<file path="src/rtl/prio_irq_ctrl.sv">
module prio_irq_ctrl #(
  parameter int N  = 8,
  parameter int VW = 8,
  parameter logic [VW-1:0] BASE_RST = 8'h40
) (
  input  logic                 clk,
  input  logic                 rst_n,
  input  logic [N-1:0]         irq_in,
  input  logic                 mask_we,
  input  logic [N-1:0]         mask_d,
  input  logic                 thr_we,
  input  logic [$clog2(N)-1:0] thr_d,
  input  logic                 base_we,
  input  logic [VW-1:0]        base_d,
  input  logic                 ack,
  input  logic                 eos,
  output logic                 int_out,
  output logic                 vec_valid,
  output logic [VW-1:0]        vec_out
);
  localparam int IW  = $clog2(N);
  localparam int IW1 = IW + 1;
  localparam logic [N-1:0] ONE = {{(N-1){1'b0}}, 1'b1};

  logic [N-1:0]  s1, s2, s3, pend, isr, mask, elig, cand_oh, isr_low;
  logic [IW-1:0] thr, cand_idx;
  logic [IW1-1:0] isr_top;
  logic [VW-1:0] base;
  logic          ack_hit, ack_real;

  wire [N-1:0] rise = s2 & ~s3;

  always_comb begin
    isr_top = IW1'(N);
    for (int i = N - 1; i >= 0; i--)
      if (isr[i]) isr_top = IW1'(i);
    for (int i = 0; i < N; i++)
      elig[i] = pend[i] & ~mask[i] & (IW'(i) <= thr) & (IW1'(i) < isr_top);
    cand_idx = '0;
    for (int i = N - 1; i >= 0; i--)
      if (elig[i]) cand_idx = IW'(i);
  end

  assign cand_oh  = elig & (~elig + ONE);
  assign isr_low  = isr & (~isr + ONE);
  assign int_out  = |elig;
  assign ack_hit  = ack & int_out;
  assign ack_real = ack_hit & |(cand_oh & s2);

  always_ff @(posedge clk or negedge rst_n) begin
    if (!rst_n) begin
      s1 <= '0; s2 <= '0; s3 <= '0;
      pend <= '0; isr <= '0; mask <= '0;
      thr <= IW'(N - 1); base <= BASE_RST;
      vec_valid <= 1'b0; vec_out <= '0;
    end else begin
      s1 <= irq_in; s2 <= s1; s3 <= s2;
      pend <= (pend & ~(ack_hit ? cand_oh : '0)) | rise;
      isr  <= (isr & ~(eos ? isr_low : '0)) | (ack_real ? cand_oh : '0);
      if (mask_we) mask <= mask_d;
      if (thr_we)  thr  <= thr_d;
      if (base_we) base <= base_d;
      vec_valid <= ack;
      if (ack) vec_out <= ack_real ? base + VW'(cand_idx) : base + VW'(N - 1);
    end
  end

  p_vec_after_ack_r10: assert property (@(posedge clk) disable iff (!rst_n)
    ack |=> vec_valid);
  p_vec_only_after_ack_r10: assert property (@(posedge clk) disable iff (!rst_n)
    vec_valid |-> $past(ack));
  p_no_isr_growth_r6: assert property (@(posedge clk) disable iff (!rst_n)
    !ack |=> ($countones(isr) <= $past($countones(isr))));
  p_eos_retires_r7: assert property (@(posedge clk) disable iff (!rst_n)
    (eos && !ack && isr != '0) |=> ($countones(isr) == $past($countones(isr)) - 1));
  p_idle_ack_keeps_isr_r9: assert property (@(posedge clk) disable iff (!rst_n)
    (ack && !int_out && !eos) |=> $stable(isr));
  p_masked_never_out_r4: assert property (@(posedge clk) disable iff (!rst_n)
    int_out |-> |(pend & ~mask));
endmodule

</file>
<file path="config.mk">
export PLATFORM = sky130hd
export DESIGN_NAME = prio_irq_ctrl
export DESIGN_NICKNAME = d
export VERILOG_FILES = /design/src/rtl/prio_irq_ctrl.sv
export SDC_FILE = /design/constraint.sdc
export NUM_CORES = 1
export LEC_CHECK = 0
export ABC_AREA = 1
export ABC_CLOCK_PERIOD_IN_PS = 2500
export BUFFER_PORTS_ARGS = -buffer_cell sky130_fd_sc_hd__clkbuf_2
export CORE_ASPECT_RATIO = 0.8
export CORE_MARGIN = 3
export CORE_UTILIZATION = 34
export CTS_CLUSTER_SIZE = 8
export DETAILED_ROUTE_END_ITERATION = 16
export PLACE_DENSITY = 0.63
export RECOVER_POWER = 100
export SLEW_MARGIN = 15
export SYNTH_ARGS = -nofsm -noshare
export SYNTH_HDL_FRONTEND = slang
export SYNTH_SLANG_ARGS = --single-unit
</file>
<file path="constraint.sdc">
create_clock -name clk -period 2.5 [get_ports clk]
set_input_delay 0.375 -clock clk [delete_from_list [all_inputs] [get_ports clk]]
set_output_delay 0.375 -clock clk [all_outputs]
set_load 0.02 [all_outputs]
</file>
==> results.toml <==
[synth]
ys_ff_latch = 68
syn-instance-count = 351
synth_edf_count = 0
ys_seq_area_frac = 0.542
ys_async_sr_fraction = 1.00
syn_area_per_cell_sq_um = 8.97
ys.flop_type = "dfrtp_1"
yosysUniqueCellTypes = 31
synth_warnings = 0
synth_area_sq_um = 3150
synth_fp_nets = 389

[detailed_routing]
drt-vias-per-instance = 4.51
first_pass_iters = 4
dr.max_layer_used = "met4"
ant_nets = 0
route.met3.wl_microns = 306
drt-met1-wl_microns = 3660
wl_per_cell_microns = 12.8
dr_wl_met2_microns = 3380
dr.first_iter.drc_count = 122
vias = 2631
drc = 0
wirelength_microns = 7460

[power_and_ir_drop]
combPwrFrac = 0.456
p_int_mw = 3.28
sequentialPowerShare = 0.272
leakage_nw = 2.25
power_density_nw_per_um2 = 1160
power.share.clock = 0.273
finalPower_mw = 5.09
ir_drop_uv = 412
p_sw_frac = 0.356
p_sw_mw = 1.82

[global_routing]
antenna_found_initial = 0
grt_pass1_wl_microns = 12800
grt_usage = 0.156
grt_pass1_vias = 2760
overflow = 0
grt_max_degree = 69

[clock_tree]
root_buffer = "clkbuf_16"
cts_tree = "yes"
clock_latency_ns = 0.33
cts_buffer_depth = 2
cts-hold-fix-buffers = 0
cts.clk_slew.worst_paths_ns = 0.06
cts_made_buffers = 9
ctsHtreeMaxLevel = 3
cts_sinks = 68

[placed_design]
gp_congestion = 0.893
hpwl_microns = 5470
place_inst = 551
port_buffers = 43
dp_slack_ns = -0.355

[run_status]
outcome = "finished with violations"
violations = "capacitance limit, slew limit, setup timing"

[worst_setup_path]
required_ns = 2.75
worstPathCellList = "nor2_4 > nand2_4 > buf_6 > nor3_4 > buf_4 > nand2_2 > nand2_1 > nand2_1 > nand2_1 > nand3_1 > nand4_1 > ha_2 > fa_2 > nand2_2 > a21oi_2 > inv_1 > nor2_2 > nand2_1 > xor2_1 > o21ai_1"
critPathMaxStageDelay_ns = 0.43
cp-end-kind = "flip-flop"
path_delay_family = "simple AND/OR/NAND/NOR gates"
crit_buf_inv = 3
cpMaxStageDelayCell = "dfrtp_1"
cp_common_cell = "nand2_1"
cp.arrival_ns = 3.02
crit_path_max_fanout = 5
worstSetupPathType = "flip-flop to flip-flop"
crit_path_start_kind = "flip-flop"

[die]
fp.coreArea_sq_um = 8750
rows = 30
die_width_microns = 114
die_h_microns = 92.0
io_pins = 44
die_area_sq_um = 10500
initial_utilization = 0.360

[sta]
fin_ws_ns = -0.268
period_needed_ns = 2.77
relSlewSlack = -0.0861
finalHoldViolCount = 0
fmax_ghz = 0.361
tightest_slew_ns = 1.63
slew_violations = 69
hold_ws_ns = 0.153
finalSetupViolCount = 5
finalCritPeriodShare = 1.11
clock_skew_ns = 0.00599
rsz0062_at_grt = "true"

[final_layout]
areaGrowthSynthToFinish_pct = 39.5
nNetsFinal = 504
diodes = 0
postLayoutCoreUtil = 0.502
layout-drive-gt1-share = 0.393
stdcell_count = 583

[flow_run]
drv_cap = 1

[worst_hold_path]
min_path_type = "input pin to flip-flop"
-- cells in the final DEF, fill, tap and decap left out, types with 3 or more instances in the layout --
| cell | netlist | layout |
|---|---|---|
| nor2_1 | 25 | 20 |
| nand2_4 | 3 | 5 |
| nand3_2 | 10 | 11 |
| inv_2 | 4 | 6 |
| nor2_4 | 3 | 4 |
| nand3_1 | 12 | 9 |
| nand2_2 | 7 | 10 |
| nor2_2 | 6 | 10 |
| a21oi_2 | 0 | 3 |
| nand4_1 | 6 | 6 |
| dfstp_2 | 4 | 4 |
| o21ai_0 | 28 | 26 |
| clkbuf_4 | 0 | 4 |
| buf_4 | 0 | 60 |
| a31oi_1 | 3 | 3 |
| inv_1 | 40 | 38 |
| clkbuf_1 | 3 | 11 |
| nand2_1 | 105 | 100 |
| dfrtp_1 | 64 | 63 |
| clkbuf_16 | 0 | 9 |
| clkbuf_2 | 0 | 34 |
| mux2_2 | 7 | 7 |
-- metrics by stage --
step / TNS [ns] / cell area [sq um]
after floorplan: -0.907 / 3160
after global placement: -0.758 / 3860
after detailed placement: -1.13 / 3860
after CTS: -0.798 / 4350
after global routing: -2.18 / 4390
final: -0.910 / 4390
-- synth_stat cells, types with 2 or more instances --
library cell  count  area share
dfstp_2           4       0.033
nor2_1           25       0.030
a31oi_1           3      0.0060
a21oi_1           5      0.0080
inv_2             4      0.0048
mux2_2            7       0.025
ha_1              3       0.012
inv_1            40       0.048
clkbuf_1          3      0.0036
nand2_2           7       0.014
nand2_1         105        0.13
nand3_2          10       0.032
nor2_4            3       0.011
nand3_1          12       0.019
xor2_1            2      0.0056
o21ai_0          28       0.045
nand2_4           3       0.011
nor2_2            6       0.012
dfrtp_1          64        0.51
nand4_1           6       0.012
-- state kept, by name, indices dropped and copies added, names as in the netlist, 3 cells and up --
name,flops
thr,3
s2,8
s1,8
mask,8
isr,8
base,8
pend,8
s3,8
vec_out,8
-- kinds of logic (layout without fill, tap and decap cells) --
kind of cell / Yosys count / in the layout / share of synthesized area
adder cells (fa/ha/maj): 4 / 4 / 0.0183
AND/OR/NAND/NOR: 182 / 182 / 0.279
XOR/XNOR: 2 / 2 / 0.00557
buffers and inverters: 51 / 171 / 0.0692
AO/OA/AOI/OAI: 37 / 37 / 0.0608
flip-flops: 68 / 68 / 0.542
multiplexers: 7 / 7 / 0.0251
-- per-layer routing --
metal | GRT usage | up-vias
li1 | - | 1338
met1 | 0.217 | 1243
met2 | 0.237 | 40
met3 | 0.0409 | 10
met4 | 0.0511 | 0
met5 | 0 | -
-- layout make-up --
cell class              count  area, sq um
flip-flops and latches     68         1710
multi-input cells         232         1340
fillers                   822         4360
inverters                  46          175
clock buffers              13          260
repair buffers            109          701
well taps                 112          140
clock inverters             3         68.8
-- worst reg2reg max path, cell delays in order (launching register included) --
cell,delay (ns)
dfrtp_1,0.43
nor2_4,0.17
nand2_4,0.09
buf_6,0.13
nor3_4,0.24
buf_4,0.16
nand2_2,0.04
nand2_1,0.05
nand2_1,0.06
nand2_1,0.06
nand3_1,0.07
nand4_1,0.10
ha_2,0.19
fa_2,0.21
nand2_2,0.06
a21oi_2,0.15
inv_1,0.06
nor2_2,0.10
nand2_1,0.07
xor2_1,0.15
o21ai_1,0.12
-- worst paths after layout --
path | start | end | slack (ns) | cells after the start
worst max-delay path | isr[3] | vec_out[6] | -0.27 | 20
worst min-delay path | irq_in[3] | s1[3] | 0.15 | 1
worst max register to register | isr[3] | vec_out[6] | -0.27 | 20
worst min register to register | s1[3] | s2[3] | 0.35 | 0
max in group asynchronous | rst_n | isr[0] | 0.86 | 2
min in group asynchronous | rst_n | isr[7] | 0.52 | 2
-- power groups by stage --
| stage | Sequential, mW | Combinational, mW | Clock [mW] |
|---|---|---|---|
| finish | 1.39 | 2.32 | 1.39 |
| detailed placement | 1.40 | 1.97 | 0 |
| floorplan | 1.43 | 1.09 | 0 |
| global placement | 1.39 | 1.94 | 0 |
| CTS | 1.38 | 2.21 | 1.42 |
| global route | 1.41 | 2.55 | 1.47 |
-- timing repair --
| item | CTS | global route |
|---|---|---|
| cloned | 0 | 0 |
| setup buffers | 11 | 5 |
| pin swaps | 20 | 6 |
| resized for setup | 17 | 7 |
| setup endpoints to repair | 7 | 7 |
| endpoints found under the hold margin | 0 | 0 |
(Power assumes the default switching activity.)
